$ cat src/rtl/cps_pkg.sv
package cps_pkg;

  // Successor of a ring position: the tail element (index top) and the
  // last physical slot both wrap round to position zero.
  function automatic int unsigned ring_succ(int unsigned pos, int unsigned top,
                                            int unsigned last);
    return (pos == top || pos == last) ? 0 : pos + 1;
  endfunction

  // Unsigned product of two entries, widened before multiplying.
  function automatic int unsigned pair_prod(int unsigned a, int unsigned b);
    return a * b;
  endfunction

endpackage

$ cat src/rtl/cps_ring.sv
module cps_ring #(
  parameter int MAX_N = 18,
  parameter int EW    = 5,
  parameter int NW    = 5,
  localparam int POS  = MAX_N + 1
) (
  input  logic [NW-1:0]        size,
  input  logic [MAX_N*EW-1:0]  perm,
  output logic [POS*EW-1:0]    ring
);

  logic [EW-1:0] tail;
  assign tail = EW'(size) + EW'(1);

  // Slot g: permuted entry below size, the fixed tail at size, zero above.
  for (genvar g = 0; g < MAX_N; g++) begin : g_slot
    assign ring[g*EW +: EW] = (NW'(g) < size)  ? perm[g*EW +: EW] :
                              (NW'(g) == size) ? tail : '0;
  end
  assign ring[MAX_N*EW +: EW] = (size == NW'(MAX_N)) ? tail : '0;

endmodule

$ cat src/rtl/cps_accum.sv
module cps_accum #(
  parameter int MAX_N      = 18,
  parameter int EW         = 5,
  parameter int SW         = 14,
  parameter int NW         = 5,
  parameter bit SEQUENTIAL = 1'b1,
  localparam int POS       = MAX_N + 1
) (
  input  logic               clk,
  input  logic               rst_n,
  input  logic               start,
  input  logic [NW-1:0]      size,
  input  logic [POS*EW-1:0]  ring,
  output logic               busy,
  output logic               done,
  output logic [SW-1:0]      sum
);
  import cps_pkg::*;

  logic [EW-1:0] ring_a [POS];
  for (genvar g = 0; g < POS; g++) begin : g_unpack
    assign ring_a[g] = ring[g*EW +: EW];
  end

  if (SEQUENTIAL) begin : g_seq
    logic          run_q, done_q;
    logic [NW-1:0] idx_q, top_q, succ;
    logic [EW-1:0] ring_q [POS];
    logic [SW-1:0] acc_q, step_prod;
    logic          accept, last_step;

    assign accept    = start && !run_q;
    assign last_step = run_q && (idx_q == top_q);
    assign succ      = NW'(ring_succ(int'(idx_q), int'(top_q), POS - 1));
    assign step_prod = SW'(pair_prod(int'(ring_q[idx_q]), int'(ring_q[succ])));

    always_ff @(posedge clk) begin
      if (!rst_n) begin
        run_q  <= 1'b0;
        done_q <= 1'b0;
        idx_q  <= '0;
        top_q  <= '0;
        acc_q  <= '0;
        for (int i = 0; i < POS; i++) ring_q[i] <= '0;
      end else begin
        done_q <= last_step;
        if (accept) begin
          run_q <= 1'b1;
          idx_q <= '0;
          top_q <= size;
          acc_q <= '0;
          for (int i = 0; i < POS; i++) ring_q[i] <= ring_a[i];
        end else if (run_q) begin
          acc_q <= acc_q + step_prod;
          idx_q <= idx_q + NW'(1);
          if (last_step) run_q <= 1'b0;
        end
      end
    end

    assign busy = run_q;
    assign done = done_q;
    assign sum  = acc_q;

    assert_done_pulse_R5: assert property (@(posedge clk) disable iff (!rst_n)
      done_q |=> !done_q);
    assert_accept_runs_R5: assert property (@(posedge clk) disable iff (!rst_n)
      accept |=> (run_q && idx_q == '0 && !done_q));
    assert_busy_ignores_R6: assert property (@(posedge clk) disable iff (!rst_n)
      (run_q && start && !last_step) |=> (run_q && $stable(top_q)));
    assert_walk_ends_R5: assert property (@(posedge clk) disable iff (!rst_n)
      last_step |=> (!run_q && done_q));
  end else begin : g_comb
    logic          done_q;
    logic [SW-1:0] acc_q, total;

    always_comb begin
      total = '0;
      for (int i = 0; i < POS; i++) begin
        total = total + SW'(pair_prod(int'(ring_a[i]),
                  int'(ring_a[ring_succ(i, int'(size), POS - 1)])));
      end
    end

    always_ff @(posedge clk) begin
      if (!rst_n) begin
        done_q <= 1'b0;
        acc_q  <= '0;
      end else begin
        done_q <= start;
        if (start) acc_q <= total;
      end
    end

    assign busy = 1'b0;
    assign done = done_q;
    assign sum  = acc_q;

    assert_comb_done_R5: assert property (@(posedge clk) disable iff (!rst_n)
      start |=> done_q);
  end

endmodule

$ cat src/rtl/cps_extrema.sv
module cps_extrema #(
  parameter int SW = 14
) (
  input  logic          clk,
  input  logic          rst_n,
  input  logic          clear,
  input  logic          done,
  input  logic [SW-1:0] sum,
  output logic [SW-1:0] sum_min,
  output logic [SW-1:0] sum_max
);

  logic fold;
  assign fold = done && !clear;

  always_ff @(posedge clk) begin
    if (!rst_n || clear) begin
      sum_min <= '1;
      sum_max <= '0;
    end else if (fold) begin
      if (sum < sum_min) sum_min <= sum;
      if (sum > sum_max) sum_max <= sum;
    end
  end

  assert_clear_empties_R7: assert property (@(posedge clk) disable iff (!rst_n)
    clear |=> (sum_min == '1 && sum_max == '0));
  assert_hold_idle_R8: assert property (@(posedge clk) disable iff (!rst_n)
    (!done && !clear) |=> ($stable(sum_min) && $stable(sum_max)));
  assert_fold_bounds_R8: assert property (@(posedge clk) disable iff (!rst_n)
    fold |=> (sum_min <= $past(sum) && sum_max >= $past(sum)));
  assert_clear_wins_R9: assert property (@(posedge clk) disable iff (!rst_n)
    (clear && done) |=> (sum_max == '0));

endmodule

$ cat src/rtl/cps_tracker.sv
module cps_tracker #(
  parameter int MAX_N      = 18,
  parameter int EW         = 5,
  parameter int SW         = 14,
  parameter bit SEQUENTIAL = 1'b1,
  localparam int NW        = $clog2(MAX_N + 2),
  localparam int POS       = MAX_N + 1
) (
  input  logic                clk,
  input  logic                rst_n,
  input  logic                clear,
  input  logic                in_valid,
  input  logic [NW-1:0]       size,
  input  logic [MAX_N*EW-1:0] perm,
  output logic                busy,
  output logic                done,
  output logic [SW-1:0]       sum,
  output logic [SW-1:0]       sum_min,
  output logic [SW-1:0]       sum_max
);

  logic [POS*EW-1:0] ring;

  cps_ring #(.MAX_N(MAX_N), .EW(EW), .NW(NW)) u_ring (
    .size(size), .perm(perm), .ring(ring)
  );

  cps_accum #(.MAX_N(MAX_N), .EW(EW), .SW(SW), .NW(NW),
              .SEQUENTIAL(SEQUENTIAL)) u_accum (
    .clk(clk), .rst_n(rst_n), .start(in_valid), .size(size), .ring(ring),
    .busy(busy), .done(done), .sum(sum)
  );

  cps_extrema #(.SW(SW)) u_extrema (
    .clk(clk), .rst_n(rst_n), .clear(clear), .done(done), .sum(sum),
    .sum_min(sum_min), .sum_max(sum_max)
  );

  assert_reset_state_R10: assert property (@(posedge clk)
    !rst_n |=> (!busy && !done && sum == '0 && sum_max == '0));

endmodule

$ cat config.mk
export PLATFORM = sky130hd
export DESIGN_NAME = cps_tracker
export DESIGN_NICKNAME = d
export VERILOG_FILES = /design/src/rtl/cps_pkg.sv /design/src/rtl/cps_ring.sv /design/src/rtl/cps_accum.sv /design/src/rtl/cps_extrema.sv /design/src/rtl/cps_tracker.sv
export SDC_FILE = /design/constraint.sdc
export NUM_CORES = 1
export LEC_CHECK = 0
export ABC_AREA = 1
export BUFFER_PORTS_ARGS = -buffer_cell sky130_fd_sc_hd__buf_2
export CORE_ASPECT_RATIO = 1.1
export CORE_MARGIN = 2
export CORE_UTILIZATION = 55
export DETAILED_ROUTE_END_ITERATION = 12
export PLACE_DENSITY_LB_ADDON = 0.15
export REMOVE_ABC_BUFFERS = 1
export SLEW_MARGIN = 25
export SYNTH_ARGS = -nofsm -noshare
export SYNTH_HDL_FRONTEND = slang
export SYNTH_SLANG_ARGS = --single-unit
$ cat constraint.sdc
create_clock -name clk -period 6.4 [get_ports clk]
set_input_delay 1.28 -clock clk [delete_from_list [all_inputs] [get_ports clk]]
set_output_delay 1.28 -clock clk [all_outputs]
set_load 0.1 [all_outputs]
**Yosys cells after proc, flatten, opt, wreduce, memory -nomap -nowiden**

Memory sizes are Yosys's and may differ from the RTL's. A register that Yosys moved wholly into a read port is not among the register bits.
Cells that the tools add are included.

- Word-level logic and storage cells: 151
- Output and inout bits: 44
- Memories: 1
- RAM bits: 95
- Input port bits: 99
- Bits in registers: 54

Memory list:

| name | depth | width | rd ports | clocked after Yosys merged registers in | write ports | line | text |
|---|---|---|---|---|---|---|---|
| u_accum.g_seq.ring_q | 19 | 5 | 2 | 1 | 19 | cps_accum.sv:28 | `logic [EW-1:0] ring_q [POS];` |

- Mux-type cells: 66
- Reduce and logical (&&, ||, !) cells: 12
- Equality and inequality tests: 20
- $add $sub $neg: 4
- Order comparisons: 20
- Bitwise operators: 20
- $mul: 1

Operator list:

| cell | number |
|---|---|
| two-way mux 5 bit | 59 |
| equality test 4 x 5 -> 1 bit, first input constant | 8 |
| < comparator 4 x 5 -> 1 bit, first input constant | 8 |
| equality test 3 x 5 -> 1 bit, first input constant | 4 |
| < comparator 3 x 5 -> 1 bit, first input constant | 4 |
| bitwise OR 1 bit | 19 |
| adder 5 x 1 -> 5 bit, second input constant | 3 |
| adder 14 x 10 -> 14 bit | 1 |
| greater-than comparator 14 bit | 1 |
| < comparator 14 bit | 1 |
| equality test 2 x 5 -> 1 bit, first input constant | 2 |
| equality test 5 bit, first input constant | 2 |
| equality test 5 bit, second input constant | 2 |
| < comparator 1 x 5 -> 1 bit, first input constant | 2 |
| < comparator 2 x 5 -> 1 bit, first input constant | 2 |
| < comparator 5 bit, first input constant | 2 |
| multiplier 5 x 5 -> 10 bit | 1 |
| two-way mux 1 bit | 7 |
| equality test 1 x 5 -> 1 bit, first input constant | 1 |
| equality test 5 bit | 1 |
| zero test 5 bit | 1 |
| AND reduction 2 bit | 2 |
| logical AND 1 bit | 3 |
| zero test 1 bit | 3 |
| other kinds (3) | 4 |

**Logic depth before layout (Yosys ltp)**

- Depth in word-level cells: 6
- Mapped depth: 32
- Depth with buffers taken out: 31

**By module**

From an unflattened synthesis, not the netlist that was laid out.

- Cell total of the unflattened synthesis: 1,589
- Area, all modules: 11,098.1 µm²

By module, submodules not included:

| module | cells each | times used | area each (µm²) |
|---|---|---|---|
| cps_accum | 993 | 1 | 7,803.7 |
| cps_extrema | 277 | 1 | 1,923.1 |
| cps_ring | 319 | 1 | 1,371.3 |

**Least setup slack after synthesis**

OpenSTA, ideal clock, no wires.

- Kind: register -> register
- From: register u_accum.g_seq.idx_q[0]
- To: register u_accum.g_seq.acc_q[10], in the netlist u_accum.sum[10]
- Setup time: 115 ps
- Path slack: 1,210 ps
- Required time: 6,285 ps
- Path buffers: 2
- Data arrival time: 5,075 ps
- Cell stages (with the launch flop): 29
- Cell sequence: dfxtp_1 -> inv_2 -> buf_1 -> ha_1 -> nand4_2 -> nand3_4 -> buf_2 -> nand3_1 -> nand3_1 -> nand3_1 -> nand2_1 -> nand2_2 -> nand2_1 -> nor2_1 -> fa_1 -> fa_1 -> inv_1 -> fa_1 -> inv_1 -> ha_1 -> a21oi_1 -> o21ai_0 -> a21oi_1 -> nor2_1 -> o21ai_0 -> nand2_1 -> xor2_1 -> o21ai_0 -> inv_1

- Cells in the longest elaborated chain, start to end: 6

RTL lines:

| what | line | text |
|---|---|---|
| from (decl) | cps_accum.sv:27 | `logic [NW-1:0] idx_q, top_q, succ;` |
| from (signal assigned) | cps_accum.sv:55 | `idx_q <= idx_q + NW'(1);` |
| parallel branches: the longest is 2 deep, another holds adder 5 x 1 -> 5 bit | n/a |  |
| two-way mux 5 bit (*) | cps_pkg.sv:7 | `return (pos == top \|\| pos == last) ? 0 : pos + 1;` |
| memory read (19 x 5 bit) (*) | n/a |  |
| multiplier 5 x 5 -> 10 bit (*) | cps_pkg.sv:12 | `return a * b;` |
| adder 14 x 10 -> 14 bit (*) | cps_accum.sv:54 | `acc_q <= acc_q + step_prod;` |
| to (signal assigned) | cps_accum.sv:54 |  |
| to (decl) | cps_accum.sv:29 | `logic [SW-1:0] acc_q, step_prod;` |

Mark *: on every way between the ends.
A chain may end at the register's enable or synchronous reset.

**Final worst setup path**

- From: register u_accum.g_seq.idx_q[0]
- To: register u_accum.g_seq.acc_q[12], in the netlist u_accum.sum[12]

The elaborated chain is that of the path after synthesis.

==> key figures <==
Status
  • Status: completed

Placement
  • Estimated wirelength of the detail-placed design: 23000 µm
  • Placement-stage cell area: 0.0110 mm²
  • Instance count after placement with tap cells included: 1671
  • Number of input and output port buffers inserted: 142
  • Final weighted congestion of routability-driven global placement: 0.966

Die
  • Site row count: 52
  • Horizontal die dimension: 133 µm
  • CORE AREA: ~0.018 mm²
  • Top Ports: 143
  • Initial core utilization: 55.6%
  • Die outline height: 146 µm
  • Total die area: 0.0195 mm²

STA
  • Post-route fraction of the period consumed by the critical path: 92.9%
  • Transition time at the pin with the least slew margin: 0.882 ns
  • Slew HR: 41.2%
  • Unrepaired setup endpoints after global routing: false
  • Number of setup violations in the final report: 0
  • Setup skew after layout: 0.0114 ns
  • Sum of negative setup slack: 0 ns
  • Min Tclk post-route: just under 6 ns
  • Final Slew Violations: 0
  • Achievable clock frequency: about 170 MHz
  • Final hold violations: 0

Critical path
  • CP max-delay cell: sky130_fd_sc_hd__fa_1
  • Path length in cells of the critical path: 28
  • CP peak stage delay: 0.56 ns
  • Worst flop-to-flop path endpoint: u_accum.sum[12]
  • Setup crit start kind: flop
  • Critical-path maximum fanout: 43
  • Critical path class: reg2reg
  • R2R cell count: 28
  • Reg2Reg Setup Slack: 0.46 ns
  • Most common cell type on the critical path: sky130_fd_sc_hd__nand2_1
  • Data required time of the worst path: 6.77 ns
  • Startpoint of the lowest-slack register-to-register path: u_accum.g_seq.idx_q[0]
  • Kind of cell adding the most delay to the critical path: adder cells
  • Crit path DAT: between 6 and 7 ns
  • Element type at the critical path end: flop
  • CP Buf/Inv Count: 4

Detailed routing
  • Routed wire length: ~31000 µm
  • Via count: 9980
  • Remaining DRCs: 0
  • Drt via density: approximately 5.9
  • Count of nets left with antenna violations after detail routing: 0
  • Drt first-iter violations: 888
  • First drt pass iteration count: 6
  • Wirelength per Cell: 18.5 µm

Power
  • Ratio of total power to cell area: 263 mW/mm²
  • Maximum resistive drop on vdd: 202 µV
  • Cell leakage power: 5.41 nW

Layout
  • Most frequent standard cell in the layout excluding fill and tap cells: sky130_fd_sc_hd__nand2_1
  • Fraction of layout cells with a size suffix above 1: 14.4%
  • Share of the core filled with cells: 63.7%
  • Number of standard cells in the final layout excluding fillers: about 1700
  • Most frequent cells in the layout: sky130_fd_sc_hd__nand2_1, sky130_fd_sc_hd__nand3_1, sky130_fd_sc_hd__buf_2, sky130_fd_sc_hd__nor2_1, sky130_fd_sc_hd__inv_1
  • Fill cell total of the finished layout: 1674
  • Number of diodes added for antenna fixing: 0
  • Area added between synthesis and finish: 14.5%
  • Area of all placed cells without fillers: 0.0116 mm²
  • Net count of the finished layout: 1617

Global route
  • Global routing usage summed across all routing layers: between 30% and 40%
  • Final global-route overflow total: 0
  • Vias in the first global route: 9487
  • Pin count of the biggest net entering global routing: 70
  • Wire length of the first global-routing pass: 49200 µm
  • Number of antenna violations at the first check in global routing: 0

Clocking
  • Clock sink count: 154
  • TritonCTS clock tree: yes
  • Clock slew at reported path FFs: 0.07 ns
  • Post-CTS repair timing setup buffer count: 0
  • H-Tree Level Count: 4
  • TritonCTS buffer count: 17
  • Bufs on Longest Clock Path: 2
  • Worst skew pair latency: 0.44 ns
  • CTS Root Cell: sky130_fd_sc_hd__clkbuf_16

Yosys
  • Post-synth design cell area: 0.0101 mm²
  • Async set-reset flop share out of synthesis: 0%
  • Yosys warns: 0
  • Top_reg_cell synth: sky130_fd_sc_hd__edfxtp_1
  • Cell count after synthesis: 1336
  • Sequential-to-total area share from yosys stat: between 30% and 40%
  • Number of synthesized register bits: around 150
  • Post-Synthesis Mean Instance Area: 7.58 µm²
  • EDFF count, synth: 95
  • Count of cell types in the netlist: 45

Min path
  • Hold Crit Class: reg2reg
  • Worst hold path cell count: 2
  • Worst Min Path Start: u_extrema.sum_min[4]
  • Sink of the worst hold path: u_extrema.sum_min[4]

Run
  • Number of maximum-capacitance constraint violations: 0
cell type report:
cell class / count / area (µm²) / share of cell area (%)
Sequential cell: 154 / 4030 / 34.8
Timing Repair Buffer: 153 / 793 / 6.84
Multi-Input combinational cell: 976 / 5310 / 45.7
Tap cell: 243 / 304 / 2.62
Inverter: 147 / 554 / 4.78
Clock inverter: 11 / 106 / 0.917
Clock buffer: 21 / 503 / 4.34
how the worst max path moves through the flow:
stage | endpoint | slack (ns) | start
3_3_place_gp | u_accum.sum[10] | 0.47 | u_accum.g_seq.idx_q[0]
6_report | u_accum.sum[12] | 0.46 | u_accum.g_seq.idx_q[0]
5_1_grt | u_accum.sum[10] | 0.02 | u_accum.g_seq.idx_q[2]
3_5_place_dp | u_accum.sum[10] | 0.33 | u_accum.g_seq.idx_q[3]
4_1_cts | u_accum.sum[10] | 0.29 | u_accum.g_seq.idx_q[2]
2_1_floorplan | u_accum.sum[10] | 0.33 | u_accum.g_seq.idx_q[0]
power by group:
part | internal [mW] | total [mW] | switching (mW)
Combinational | 0.258 | 0.822 | 0.564
Clock | 0.607 | 1.04 | 0.432
Sequential | 1.13 | 1.18 | 0.0588
timing repair:
action / in CTS / in global routing
hold buffers: 0 / 0
gates resized for setup: 0 / 2
endpoints found under the setup margin: 0 / 3
routing by layer:
metal,up-vias,global-route usage [%],routed length [µm]
li1,4776,-,-
met1,4595,39.5,12200
met2,493,54.7,15100
met3,116,6.11,2400
met4,0,16.4,1760
met5,-,0,0
tightest hold or removal path, delay by kind of cell, from the launching register on:
| family | cells | cell delay, ns |
|---|---|---|
| flip-flops | 1 | 0.34 |
| AND/OR/NAND/NOR | 2 | 0.11 |
flip-flops by register name, summed over array words and instances, names as in the netlist, named ones only:
| register | count |
|---|---|
| u_accum.busy | 1 |
| u_accum.done | 1 |
| u_accum.g_seq.idx_q | 5 |
| u_accum.g_seq.ring_q | 95 |
| u_accum.g_seq.top_q | 5 |
| u_accum.sum | 14 |
| u_extrema.sum_max | 14 |
| u_extrema.sum_min | 14 |
cell families (layout without fill, tap and decap cells):
family,count (synthesis),count (layout),synth area share (%)
AOI/OAI and AO/OA,214,214,11.8
buffers and inverters,208,332,8.13
other,1,1,0.0370
and+or+nand+nor,679,681,29.4
DFF,154,154,39.8
xor gates and xnor gates,11,11,0.951
adders and majority gates,69,69,9.78
synth_stat cells (6+ instances only):
library cell               instances  area share, %
sky130_fd_sc_hd__dfxtp_1          59             12
sky130_fd_sc_hd__o211ai_1         10           0.74
sky130_fd_sc_hd__edfxtp_1         95             28
sky130_fd_sc_hd__o22ai_1          10           0.62
sky130_fd_sc_hd__nand4_1          48            3.0
sky130_fd_sc_hd__clkbuf_1         44            1.6
sky130_fd_sc_hd__nor3_1            6           0.30
sky130_fd_sc_hd__nor2_1          136            5.0
sky130_fd_sc_hd__xor2_1            9           0.78
sky130_fd_sc_hd__fa_1             17            3.4
sky130_fd_sc_hd__nand2_1         313             12
sky130_fd_sc_hd__o21ai_0          50            2.5
sky130_fd_sc_hd__buf_1             7           0.26
sky130_fd_sc_hd__a22oi_1          10           0.74
sky130_fd_sc_hd__inv_1           134            5.0
sky130_fd_sc_hd__nor4_1            6           0.37
sky130_fd_sc_hd__ha_1             52            6.4
sky130_fd_sc_hd__nand3_1         153            7.6
sky130_fd_sc_hd__a21oi_1         109            5.4
sky130_fd_sc_hd__inv_2             8           0.30
metrics by stage:
step	setup slack, ns	power (mW)	hold WS (ns)
after floorplan	0.333	1.76	0.444
after global placement	0.467	1.98	0.462
after detailed placement	0.333	2.00	0.465
after CTS	0.289	3.03	0.481
after global routing	0.0166	3.20	0.495
final	0.455	3.05	0.479
Note: power is estimated with default switching activity, not from simulation.
